### config.mk
export PLATFORM = sky130hd
export DESIGN_NAME = halt_wake_ctrl
export DESIGN_NICKNAME = d
export VERILOG_FILES = /design/src/rtl/hwk_pkg.sv /design/src/rtl/hwk_mask_bank.sv /design/src/rtl/hwk_pick.sv /design/src/rtl/hwk_warmup.sv /design/src/rtl/halt_wake_ctrl.sv
export SDC_FILE = /design/constraint.sdc
export NUM_CORES = 1
export LEC_CHECK = 0
export ABC_AREA = 1
export BUFFER_PORTS_ARGS = -buffer_cell sky130_fd_sc_hd__buf_2
export CELL_PAD_IN_SITES_DETAIL_PLACEMENT = 1
export CELL_PAD_IN_SITES_GLOBAL_PLACEMENT = 2
export CORE_MARGIN = 2
export CORE_UTILIZATION = 26
export CTS_CLUSTER_DIAMETER = 40
export DETAILED_ROUTE_END_ITERATION = 8
export PLACE_DENSITY_LB_ADDON = 0.15
export SLEW_MARGIN = 20
export SYNTH_ARGS = -nofsm -noshare
export SYNTH_HDL_FRONTEND = slang
export SYNTH_SLANG_ARGS = --single-unit
### constraint.sdc
create_clock -name clk -period 11.8 [get_ports clk]
set_input_delay 1.77 -clock clk [delete_from_list [all_inputs] [get_ports clk]]
set_output_delay 1.77 -clock clk [all_outputs]
set_load 0.05 [all_outputs]
### src/rtl/hwk_pkg.sv
package hwk_pkg;

    localparam int LVL_W = 3;
    localparam logic [LVL_W-1:0] NMI_LEVEL = 3'd7;

    typedef enum logic [1:0] {
        HM_IDLE2 = 2'b00,
        HM_IDLE1 = 2'b01,
        HM_STOP  = 2'b10,
        HM_BAD   = 2'b11
    } halt_mode_e;

    typedef enum logic [1:0] {
        ST_RUN  = 2'd0,
        ST_HALT = 2'd1,
        ST_WARM = 2'd2
    } wake_state_e;

    typedef struct packed {
        logic             hit;
        logic [LVL_W-1:0] lvl;
    } pick_res_t;

    // A halt request is accepted for IDLE2 and STOP, and for IDLE1 only
    // while the USB side reports suspend or a stopped clock.
    function automatic logic mode_accepted(halt_mode_e m, logic susp, logic cstop);
        return (m == HM_IDLE2) || (m == HM_STOP) ||
               ((m == HM_IDLE1) && (susp || cstop));
    endfunction

endpackage

### src/rtl/hwk_mask_bank.sv
module hwk_mask_bank #(
    parameter int NUM_SRC = 8,
    parameter int NMODE   = 3
) (
    input  logic               clk,
    input  logic               rst,
    input  logic               wr_en,
    input  logic [1:0]         wr_mode,
    input  logic [NUM_SRC-1:0] wr_data,
    input  logic [1:0]         rd_mode,
    output logic [NUM_SRC-1:0] rd_vec
);

    logic [NUM_SRC-1:0] bank [NMODE];

    for (genvar g = 0; g < NMODE; g++) begin : g_set
        always_ff @(posedge clk) begin
            if (rst)
                bank[g] <= '1;
            else if (wr_en && (wr_mode == 2'(g)))
                bank[g] <= wr_data;
        end
    end

    always_comb begin
        rd_vec = '0;
        for (int m = 0; m < NMODE; m++)
            if (rd_mode == 2'(m))
                rd_vec = bank[m];
    end

endmodule

### src/rtl/hwk_pick.sv
module hwk_pick
    import hwk_pkg::*;
#(
    parameter int NSLOT = 10,
    parameter int IDX_W = 4
) (
    input  logic [NSLOT-1:0]       req,
    input  logic [NSLOT*LVL_W-1:0] lvl,
    output pick_res_t              res,
    output logic [IDX_W-1:0]       idx
);

    // Strictly-greater update keeps the lowest slot on equal levels.
    always_comb begin
        res = '0;
        idx = '0;
        for (int s = 0; s < NSLOT; s++) begin
            if (req[s] && (!res.hit || (lvl[s*LVL_W +: LVL_W] > res.lvl))) begin
                res.hit = 1'b1;
                res.lvl = lvl[s*LVL_W +: LVL_W];
                idx     = IDX_W'(s);
            end
        end
    end

endmodule

### src/rtl/hwk_warmup.sv
module hwk_warmup #(
    parameter int CNT_W = 16
) (
    input  logic             clk,
    input  logic             rst,
    input  logic             start,
    input  logic [CNT_W-1:0] len,
    output logic             done
);

    logic [CNT_W-1:0] cnt_q;
    logic             act_q;

    always_ff @(posedge clk) begin
        if (rst) begin
            act_q <= 1'b0;
            cnt_q <= '0;
        end else if (start) begin
            act_q <= 1'b1;
            cnt_q <= len;
        end else if (act_q) begin
            if (cnt_q == '0)
                act_q <= 1'b0;
            else
                cnt_q <= cnt_q - 1'b1;
        end
    end

    assign done = act_q && (cnt_q == '0);

endmodule

### src/rtl/halt_wake_ctrl.sv
module halt_wake_ctrl
    import hwk_pkg::*;
#(
    parameter int NUM_SRC = 8,
    parameter int WARM_W  = 16,
    parameter int USB_N   = 24,
    parameter logic [USB_N-1:0] USB_IDLE1_SET = 'h3F,
    localparam int NSLOT  = NUM_SRC + 2,
    localparam int IDX_W  = $clog2(NSLOT)
) (
    input  logic                     clk,
    input  logic                     rst,
    input  logic                     halt_req,
    input  logic [1:0]               halt_sel,
    input  logic [NUM_SRC-1:0]       irq_req,
    input  logic [NUM_SRC*LVL_W-1:0] irq_lvl,
    input  logic [LVL_W-1:0]         int_mask,
    input  logic                     wdt_req,
    input  logic [USB_N-1:0]         usb_req,
    input  logic [LVL_W-1:0]         usb_lvl,
    input  logic                     usb_suspend,
    input  logic                     usb_clkstop,
    input  logic [WARM_W-1:0]        warm_len,
    input  logic                     cfg_we,
    input  logic [1:0]               cfg_mode,
    input  logic [NUM_SRC-1:0]       cfg_data,
    input  logic                     svc_ack,
    output logic                     cpu_run,
    output logic                     svc_pend,
    output logic [IDX_W-1:0]         wake_src,
    output logic                     osc_en,
    output logic                     halt_refused
);

    wake_state_e state_q, state_d;
    halt_mode_e  mode_q, mode_d;
    halt_mode_e  sel_mode;
    logic        refuse_d;
    logic        warm_start;
    logic        warm_done;
    logic        usb_hit;
    logic        wake_now;

    logic [NUM_SRC-1:0]     en_vec;
    logic [NSLOT-1:0]       slot_req;
    logic [NSLOT*LVL_W-1:0] slot_lvl;
    pick_res_t              pick;
    logic [IDX_W-1:0]       pick_idx;

    assign sel_mode = halt_mode_e'(halt_sel);

    hwk_mask_bank #(.NUM_SRC(NUM_SRC), .NMODE(3)) u_masks (
        .clk     (clk),
        .rst     (rst),
        .wr_en   (cfg_we),
        .wr_mode (cfg_mode),
        .wr_data (cfg_data),
        .rd_mode (mode_q),
        .rd_vec  (en_vec)
    );

    // USB sub-source filtering per mode
    always_comb begin
        unique case (mode_q)
            HM_IDLE2: usb_hit = |usb_req;
            HM_IDLE1: usb_hit = |(usb_req & USB_IDLE1_SET);
            default:  usb_hit = 1'b0;
        endcase
    end

    // Slot 0: watchdog, slot 1: USB, slots 2.. : peripherals
    assign slot_req[0]               = wdt_req && (mode_q != HM_STOP);
    assign slot_lvl[0 +: LVL_W]      = NMI_LEVEL;
    assign slot_req[1]               = usb_hit;
    assign slot_lvl[LVL_W +: LVL_W]  = usb_lvl;

    for (genvar g = 0; g < NUM_SRC; g++) begin : g_periph
        assign slot_req[g+2]                 = irq_req[g] && en_vec[g];
        assign slot_lvl[(g+2)*LVL_W +: LVL_W] = irq_lvl[g*LVL_W +: LVL_W];
    end

    hwk_pick #(.NSLOT(NSLOT), .IDX_W(IDX_W)) u_pick (
        .req (slot_req),
        .lvl (slot_lvl),
        .res (pick),
        .idx (pick_idx)
    );

    hwk_warmup #(.CNT_W(WARM_W)) u_warm (
        .clk   (clk),
        .rst   (rst),
        .start (warm_start),
        .len   (warm_len),
        .done  (warm_done)
    );

    assign wake_now = (state_q == ST_HALT) && pick.hit;

    always_comb begin
        state_d    = state_q;
        mode_d     = mode_q;
        refuse_d   = 1'b0;
        warm_start = 1'b0;
        unique case (state_q)
            ST_RUN: begin
                if (halt_req) begin
                    if (mode_accepted(sel_mode, usb_suspend, usb_clkstop)) begin
                        state_d = ST_HALT;
                        mode_d  = sel_mode;
                    end else begin
                        refuse_d = 1'b1;
                    end
                end
            end
            ST_HALT: begin
                if (pick.hit) begin
                    if (mode_q == HM_STOP) begin
                        state_d    = ST_WARM;
                        warm_start = 1'b1;
                    end else begin
                        state_d = ST_RUN;
                    end
                end
            end
            ST_WARM: begin
                if (warm_done)
                    state_d = ST_RUN;
            end
            default: state_d = ST_RUN;
        endcase
    end

    always_ff @(posedge clk) begin
        if (rst) begin
            state_q      <= ST_RUN;
            mode_q       <= HM_IDLE2;
            halt_refused <= 1'b0;
            svc_pend     <= 1'b0;
            wake_src     <= '0;
        end else begin
            state_q      <= state_d;
            mode_q       <= mode_d;
            halt_refused <= refuse_d;
            if (wake_now) begin
                svc_pend <= (pick.lvl >= int_mask);
                wake_src <= pick_idx;
            end else if (svc_ack) begin
                svc_pend <= 1'b0;
            end
        end
    end

    assign cpu_run = (state_q == ST_RUN);
    assign osc_en  = !((state_q == ST_HALT) && (mode_q == HM_STOP));

endmodule

==> results of run 1 <==
## per-stage QoR
step / hold slack [ps] / worst slack (ps) / power, W
6_report: 476 / 766 / 0.000843
5_1_grt: 500 / -132 / 0.000920
4_1_cts: 481 / 17.5 / 0.000758
3_5_place_dp: 470 / -547 / 0.000586
3_3_place_gp: 462 / 37.1 / 0.000573
2_1_floorplan: 458 / 630 / 0.000439
## critical path, delay by kind of cell
kind,cells,cell delay (ps)
AOI/OAI and AO/OA,16,1970
adders and majority gates,10,2690
and+or+nand+nor,46,3540
buffers and inverters,13,1150
## what timing repair did
item,4_1_cts,5_1_grt
endpoints found under the hold margin,0,0
pin swaps,5,29
resized for setup,8,72
cloned,0,0
buffers inserted,0,5
endpoints found under the setup margin,1,5
## logic make-up (layout without fill, tap and decap cells)
logic type / after synthesis / count (layout) / share of synthesized area
adder cells (fa/ha/maj): 29 / 29 / 0.0947
AO/OA/AOI/OAI: 80 / 80 / 0.116
AND/OR/NAND/NOR: 303 / 303 / 0.350
XOR/XNOR: 14 / 14 / 0.0320
flip-flops: 51 / 51 / 0.329
buffers and inverters: 80 / 239 / 0.0784
## layer usage
metal  global-route usage  vias up
met3               0.0197       12
met2                0.300       60
met1                0.202     1927
met5                    0        -
li1                     -     2143
met4               0.0288        0
## placed cells by master (no fill, tap or decap), types with 2 or more instances in the layout
master / instances
buf_6: 2
nand3_1: 45
dfxtp_1: 27
edfxtp_1: 24
buf_2: 105
nor3_1: 7
inv_1: 64
o21ai_0: 21
nor4_1: 2
xor2_1: 12
nor2_1: 47
buf_4: 51
o31ai_1: 7
a21oi_2: 4
xnor2_1: 2
nand3_2: 4
nor2_2: 2
nand2_2: 25
and2_4: 2
o21ai_1: 8
inv_2: 8
nand2_4: 10
nor2_4: 2
and2_1: 2
clkinv_1: 2
nand4_1: 7
o21ai_2: 6
ha_4: 14
clkbuf_16: 5
a21oi_1: 26
nand2_1: 144
ha_1: 15
## flip-flops by register name, summed over array words and instances (netlist names)
register and count:
state_q 2, u_warm.cnt_q 16, u_warm.act_q 1, wake_src 4, u_masks.bank 24, halt_refused 1, mode_q 2, svc_pend 1
## area by class of cell
class,count,share of cell area
Multi-Input combinational cell,426,0.477
Sequential cell,51,0.231
Timing Repair Buffer,158,0.170
Inverter,73,0.0501
Clock buffer,5,0.0229
Clock inverter,3,0.00709
Tap cell,184,0.0421
## worst max-delay path by stage
stage / startpoint / to / slack (ps)
final: wdt_req / svc_pend / 770
after detailed placement: wdt_req / svc_pend / -550
after CTS: wdt_req / svc_pend / 20
after global placement: wdt_req / svc_pend / 40
after floorplan: wdt_req / svc_pend / 630
after global routing: wdt_req / svc_pend / -130
## power by group
group	switching [W]	leakage [nW]	total, W	internal (W)
Combinational	0.000254	2.17	0.000478	0.000225
Sequential	0.00000501	0.455	0.000200	0.000195
Clock	0.0000652	0.0812	0.000164	0.0000991
Total	0.000324	2.71	0.000843	0.000519
==> metrics.txt, run 1 <==
H-tree depth 2; Synth Instances around 560; crit path launch type input pin; Layout Skew just over 8 ps; max incr delay on CP approximately 340 ps; FMAX between 90 and 100 MHz; post-route cell area ~5500 sq um; Via-to-Cell Ratio approximately 4.6; Endpoint, Worst Hold wake_src[1]; GPL Wtd Cong approximately 0.83; Post-Syn Nets ~700; synth unique cells 34; ranking of synthesized cells by area edfxtp_1 (19%), nand2_1 (16%), dfxtp_1 (14%); met3 WL post-DR approximately 340 microns; number of buffers created by CTS 5; HP Class flop to flop; crit path max fanout 6; via count 4,142; first-pass GRT wire length about 21,000 microns; hold_sp wake_src[1]; Slowest-stage cell, CP ha_1; WL met2 around 6500 microns; CTS Hold Buffers Added 0; main flop type after synthesis dfxtp_1; Initial Utilization 0.265; minimum clock period around 11,000 ps; CTS tree yes; Synth Cell Area 3830 sq um; number of DRC markers in iteration 0 roughly 150; dpl cells 887; uppermost routed layer met4; total clock sinks slightly above 50; initial antenna violation count 0; Max-Slew Margin vs Limit 0.595; CORE AREA 14,500 sq um; I/O Buffers between 100 and 150; Max Cap Viol 0; post-route ant nets 0; footprint of the multi-input gates around 2600 sq um; peak supply drop ~0.056 mV; Setup CP Type input pin to flop; Die X 125 microns; first drt pass iteration count 4; final hold viol count 0; # DRC 0; worst reg2reg path depth slightly below 90; Critical R2R Launch mode_q[1]; Pins Over Slew Limit 0; clock buffer depth 2; clk_lat worst skew ~290 ps; status complete, no violations; WL final 12,700 microns; Routed WL per cell about 14 microns; n_diodes 0; DP Area 4920 sq um; worst hold path cell count 2; cell taking the most area after synthesis edfxtp_1; Top Ports 106; GR Overflow Total 0; area delta synth->final 42.7%; R2R Path End svc_pend; syn_area_per_cell ~6.9 sq um; post-synthesis sequential area ratio 0.329; final setup violation count 0; count leader, synth nand2_1; clock edge transition at the registers on the reported setup and hold paths 70 ps; Yosys top cell area share 0.188; CP Capture Type flop; layout cells sized above 1 0.346; register bit total from synthesis slightly above 50; YS warnings 0; final cell count without fillers 900; Lkg Pwr about 2.7 nW; WP data required 11,970 ps; Post-synth EDFFs 24; vias in the first global route roughly 4,500; Pwr Density approximately 150 nW/um^2; Arr. time, crit path about 11,000 ps; # rows 44; fillers between 1,500 and 2,000; top cells by count, synth nand2_1 (165), inv_1 (66), nor2_1 (48), nand3_1 (47), o21ai_0 (36); die height between 100 and 150 microns; FF/Latch Area 1260 sq um; CTS root buf clkbuf_16; largest net degree at the start of global routing 22; met1 wire length around 5800 microns; R2R Setup Slk 1730 ps; worst slew pin tran about 600 ps; Post-DP HPWL just over 10,000 microns; final worst-path cycle share 0.935; # nets final between 800 and 900; die area approximately 16,000 sq um; ys async rst share 0; utilization after layout 0.378; setup_tns 0 ps; GRT Overall Usage 0.161
(Power assumes the default switching activity.)
==> run 2, diff against run 1 <==
--- a/config.mk
+++ b/config.mk
@@ -7,10 +7,8 @@
 export LEC_CHECK = 0
 export ABC_AREA = 1
 export BUFFER_PORTS_ARGS = -buffer_cell sky130_fd_sc_hd__buf_2
-export CELL_PAD_IN_SITES_DETAIL_PLACEMENT = 1
-export CELL_PAD_IN_SITES_GLOBAL_PLACEMENT = 2
 export CORE_MARGIN = 2
-export CORE_UTILIZATION = 26
+export CORE_UTILIZATION = 48
 export CTS_CLUSTER_DIAMETER = 40
 export DETAILED_ROUTE_END_ITERATION = 8
 export PLACE_DENSITY_LB_ADDON = 0.15
==> metrics.txt, run 2 (same netlist as run 1, synthesis figures left out) <==
commonest non-fill, non-tap cells in the layout nand2_1 (150), buf_2 (105), inv_1 (63), nor2_1 (46), nand3_1 (44) (was nand2_1 (144), buf_2 (105), inv_1 (64), buf_4 (51), nor2_1 (47)); n_diodes 0 (unchanged); CORE AREA 7730 sq um (was 14,500 sq um); first-pass GRT wire length 15,800 microns (was 21,200 microns); clock buffer depth 2 (unchanged); GR Overflow Total 0 (unchanged); Arr. time, crit path 11,500 ps (was 11,200 ps); GRT Overall Usage 0.223 (was 0.161); crit path max fanout 7 (was 6); status complete, no violations (unchanged); Lkg Pwr 2.49 nW (was 2.71 nW); Biggest register u_masks.bank (unchanged); vias in the first global route 3,737 (was 4,531); Max-Slew Margin vs Limit 0.430 (was 0.595); # rows 32 (was 44); Initial Utilization 0.496 (was 0.265); switch share 0.405 (was 0.384); CTS root buf clkbuf_8 (was clkbuf_16); final setup violation count 0 (unchanged); H-tree depth 2 (unchanged); Total Power 0.000722 W (was 0.000843 W); CTS Hold Buffers Added 0 (unchanged); most frequent cell on the critical path nand2_1; commonest non-fill, non-tap cell in the layout nand2_1 (unchanged); Clock Power Share 0.162 (was 0.195); WP data required 11,990 ps (was 11,970 ps); # nets final 800 (was 842); DP Area 4500 sq um (was 4920 sq um); via count 3,918 (was 4,142); final hold viol count 0 (unchanged); I/O Buffers 105 (unchanged); Pwr Density 147 nW/um^2 (was 154 nW/um^2); Layout Skew 9.96 ps (was 8.28 ps); max incr delay on CP 340 ps (about the same); max reg flops 24 (unchanged); Critical R2R Launch mode_q[1] (unchanged); Internal 0.000429 W (was 0.000519 W); launch point of the worst path wdt_req (unchanged); uppermost routed layer met4 (unchanged); crit path launch type input pin (unchanged); met3 WL post-DR 480 microns (was 337 microns); area delta synth->final 28.6% (was 42.7%); dpl cells 762 (was 887); Pins Over Slew Limit 0 (unchanged); # DRC 0 (unchanged); Top Ports 106 (unchanged); HP Class flop to flop (unchanged); combinational share of power 0.561 (was 0.567); post-route ant nets 0 (unchanged); WL met2 4890 microns (was 6460 microns); die height 93.3 microns (was 125 microns); layout cells sized above 1 0.298 (was 0.346); Setup CP Type input pin to flop (unchanged); Switch Pwr 0.000293 W (was 0.000324 W); final worst-path cycle share 0.959 (was 0.935); Post-DP HPWL 7530 microns (was 10,200 microns); hold_sp u_warm.cnt_q[1] (was wake_src[1]); final cell count without fillers 776 (was 900); initial antenna violation count 0 (unchanged); Die X 93.3 microns (was 125 microns); clock edge transition at the registers on the reported setup and hold paths 90 ps (was 70 ps); clk_lat worst skew 310 ps (was 290 ps); met1 wire length 4400 microns (was 5760 microns); Via-to-Cell Ratio 5.05 (was 4.60); biggest regs u_masks.bank (24), u_warm.cnt_q (16), wake_src (4) (unchanged); CP Capture Type flop (unchanged); minimum clock period 11,310 ps (was 11,030 ps); peak supply drop 0.0732 mV (was 0.0556 mV); number of DRC markers in iteration 0 148 (was 146); Slowest-stage cell, CP ha_1 (unchanged); die area 8710 sq um (was 15,700 sq um); WL final 9900 microns (was 12,700 microns); post-route cell area 4930 sq um (was 5470 sq um); FMAX 88.4 MHz (was 90.6 MHz); Fin Hold WS 487 ps (was 476 ps); Max Cap Viol 0 (unchanged); number of buffers created by CTS 5 (unchanged); Routed WL per cell 12.8 microns (was 14.1 microns); largest net degree at the start of global routing 22 (unchanged); first drt pass iteration count 4 (unchanged); worst slew pin tran 852 ps (was 606 ps); total clock sinks 51 (unchanged); fillers 730 (was 1,849); CTS tree yes (unchanged); GPL Wtd Cong 0.923 (was 0.833); sequential power share 0.277 (was 0.238)
run 2: through the flow:
step                      TNS [ps]  worst slack [ps]  utilization
after detailed placement      -622              -622        0.582
after global routing          -172              -172        0.637
after floorplan                  0               630            -
after global placement        -186              -186        0.582
final                            0               488        0.637
after CTS                        0              38.8        0.598
run 2: metal layers:
| metal | GRT usage | up-vias |
|---|---|---|
| li1 | - | 2059 |
| met1 | 0.283 | 1747 |
| met2 | 0.403 | 100 |
| met3 | 0.0258 | 12 |
| met4 | 0.0551 | 0 |
| met5 | 0 | - |
run 2: final timing paths:
kind	cells past startpoint	end	slack (ps)
hold / removal	2	u_warm.cnt_q[1]	490
setup reg to reg	86	svc_pend	1220
hold reg to reg	2	u_warm.cnt_q[1]	490
setup / recovery	84	svc_pend	490
run 2: worst max-delay path: cells and delay by family:
kind / cells / cell delay [ps]
and+or+nand+nor: 49 / 4240
adders and majority gates: 10 / 2720
AOI/OAI and AO/OA: 19 / 2380
buffers and inverters: 6 / 370
run 2: final cells by class:
| class | instances | area [sq um] | share of cell area |
|---|---|---|---|
| multi-input cells | 426 | 2540 | 0.515 |
| clock inverters | 1 | 5.00 | 0.00102 |
| inverters | 73 | 274 | 0.0556 |
| flip-flops and latches | 51 | 1260 | 0.256 |
| clock buffers | 7 | 108 | 0.0218 |
| well taps | 102 | 128 | 0.0259 |
| repair buffers | 116 | 612 | 0.124 |
run 2: power groups by stage:
stage,Combinational (W),Sequential [W],Clock (W)
6_report,0.000405,0.000200,0.000117
3_5_place_dp,0.000311,0.000204,0
4_1_cts,0.000317,0.000200,0.000120
2_1_floorplan,0.000230,0.000209,0
3_3_place_gp,0.000298,0.000204,0
5_1_grt,0.000456,0.000201,0.000127
run 2: what timing repair did:
action / in CTS / in global routing
buffers inserted: 0 / 6
pin swaps: 2 / 33
resized for setup: 8 / 61
setup endpoints to repair: 1 / 5
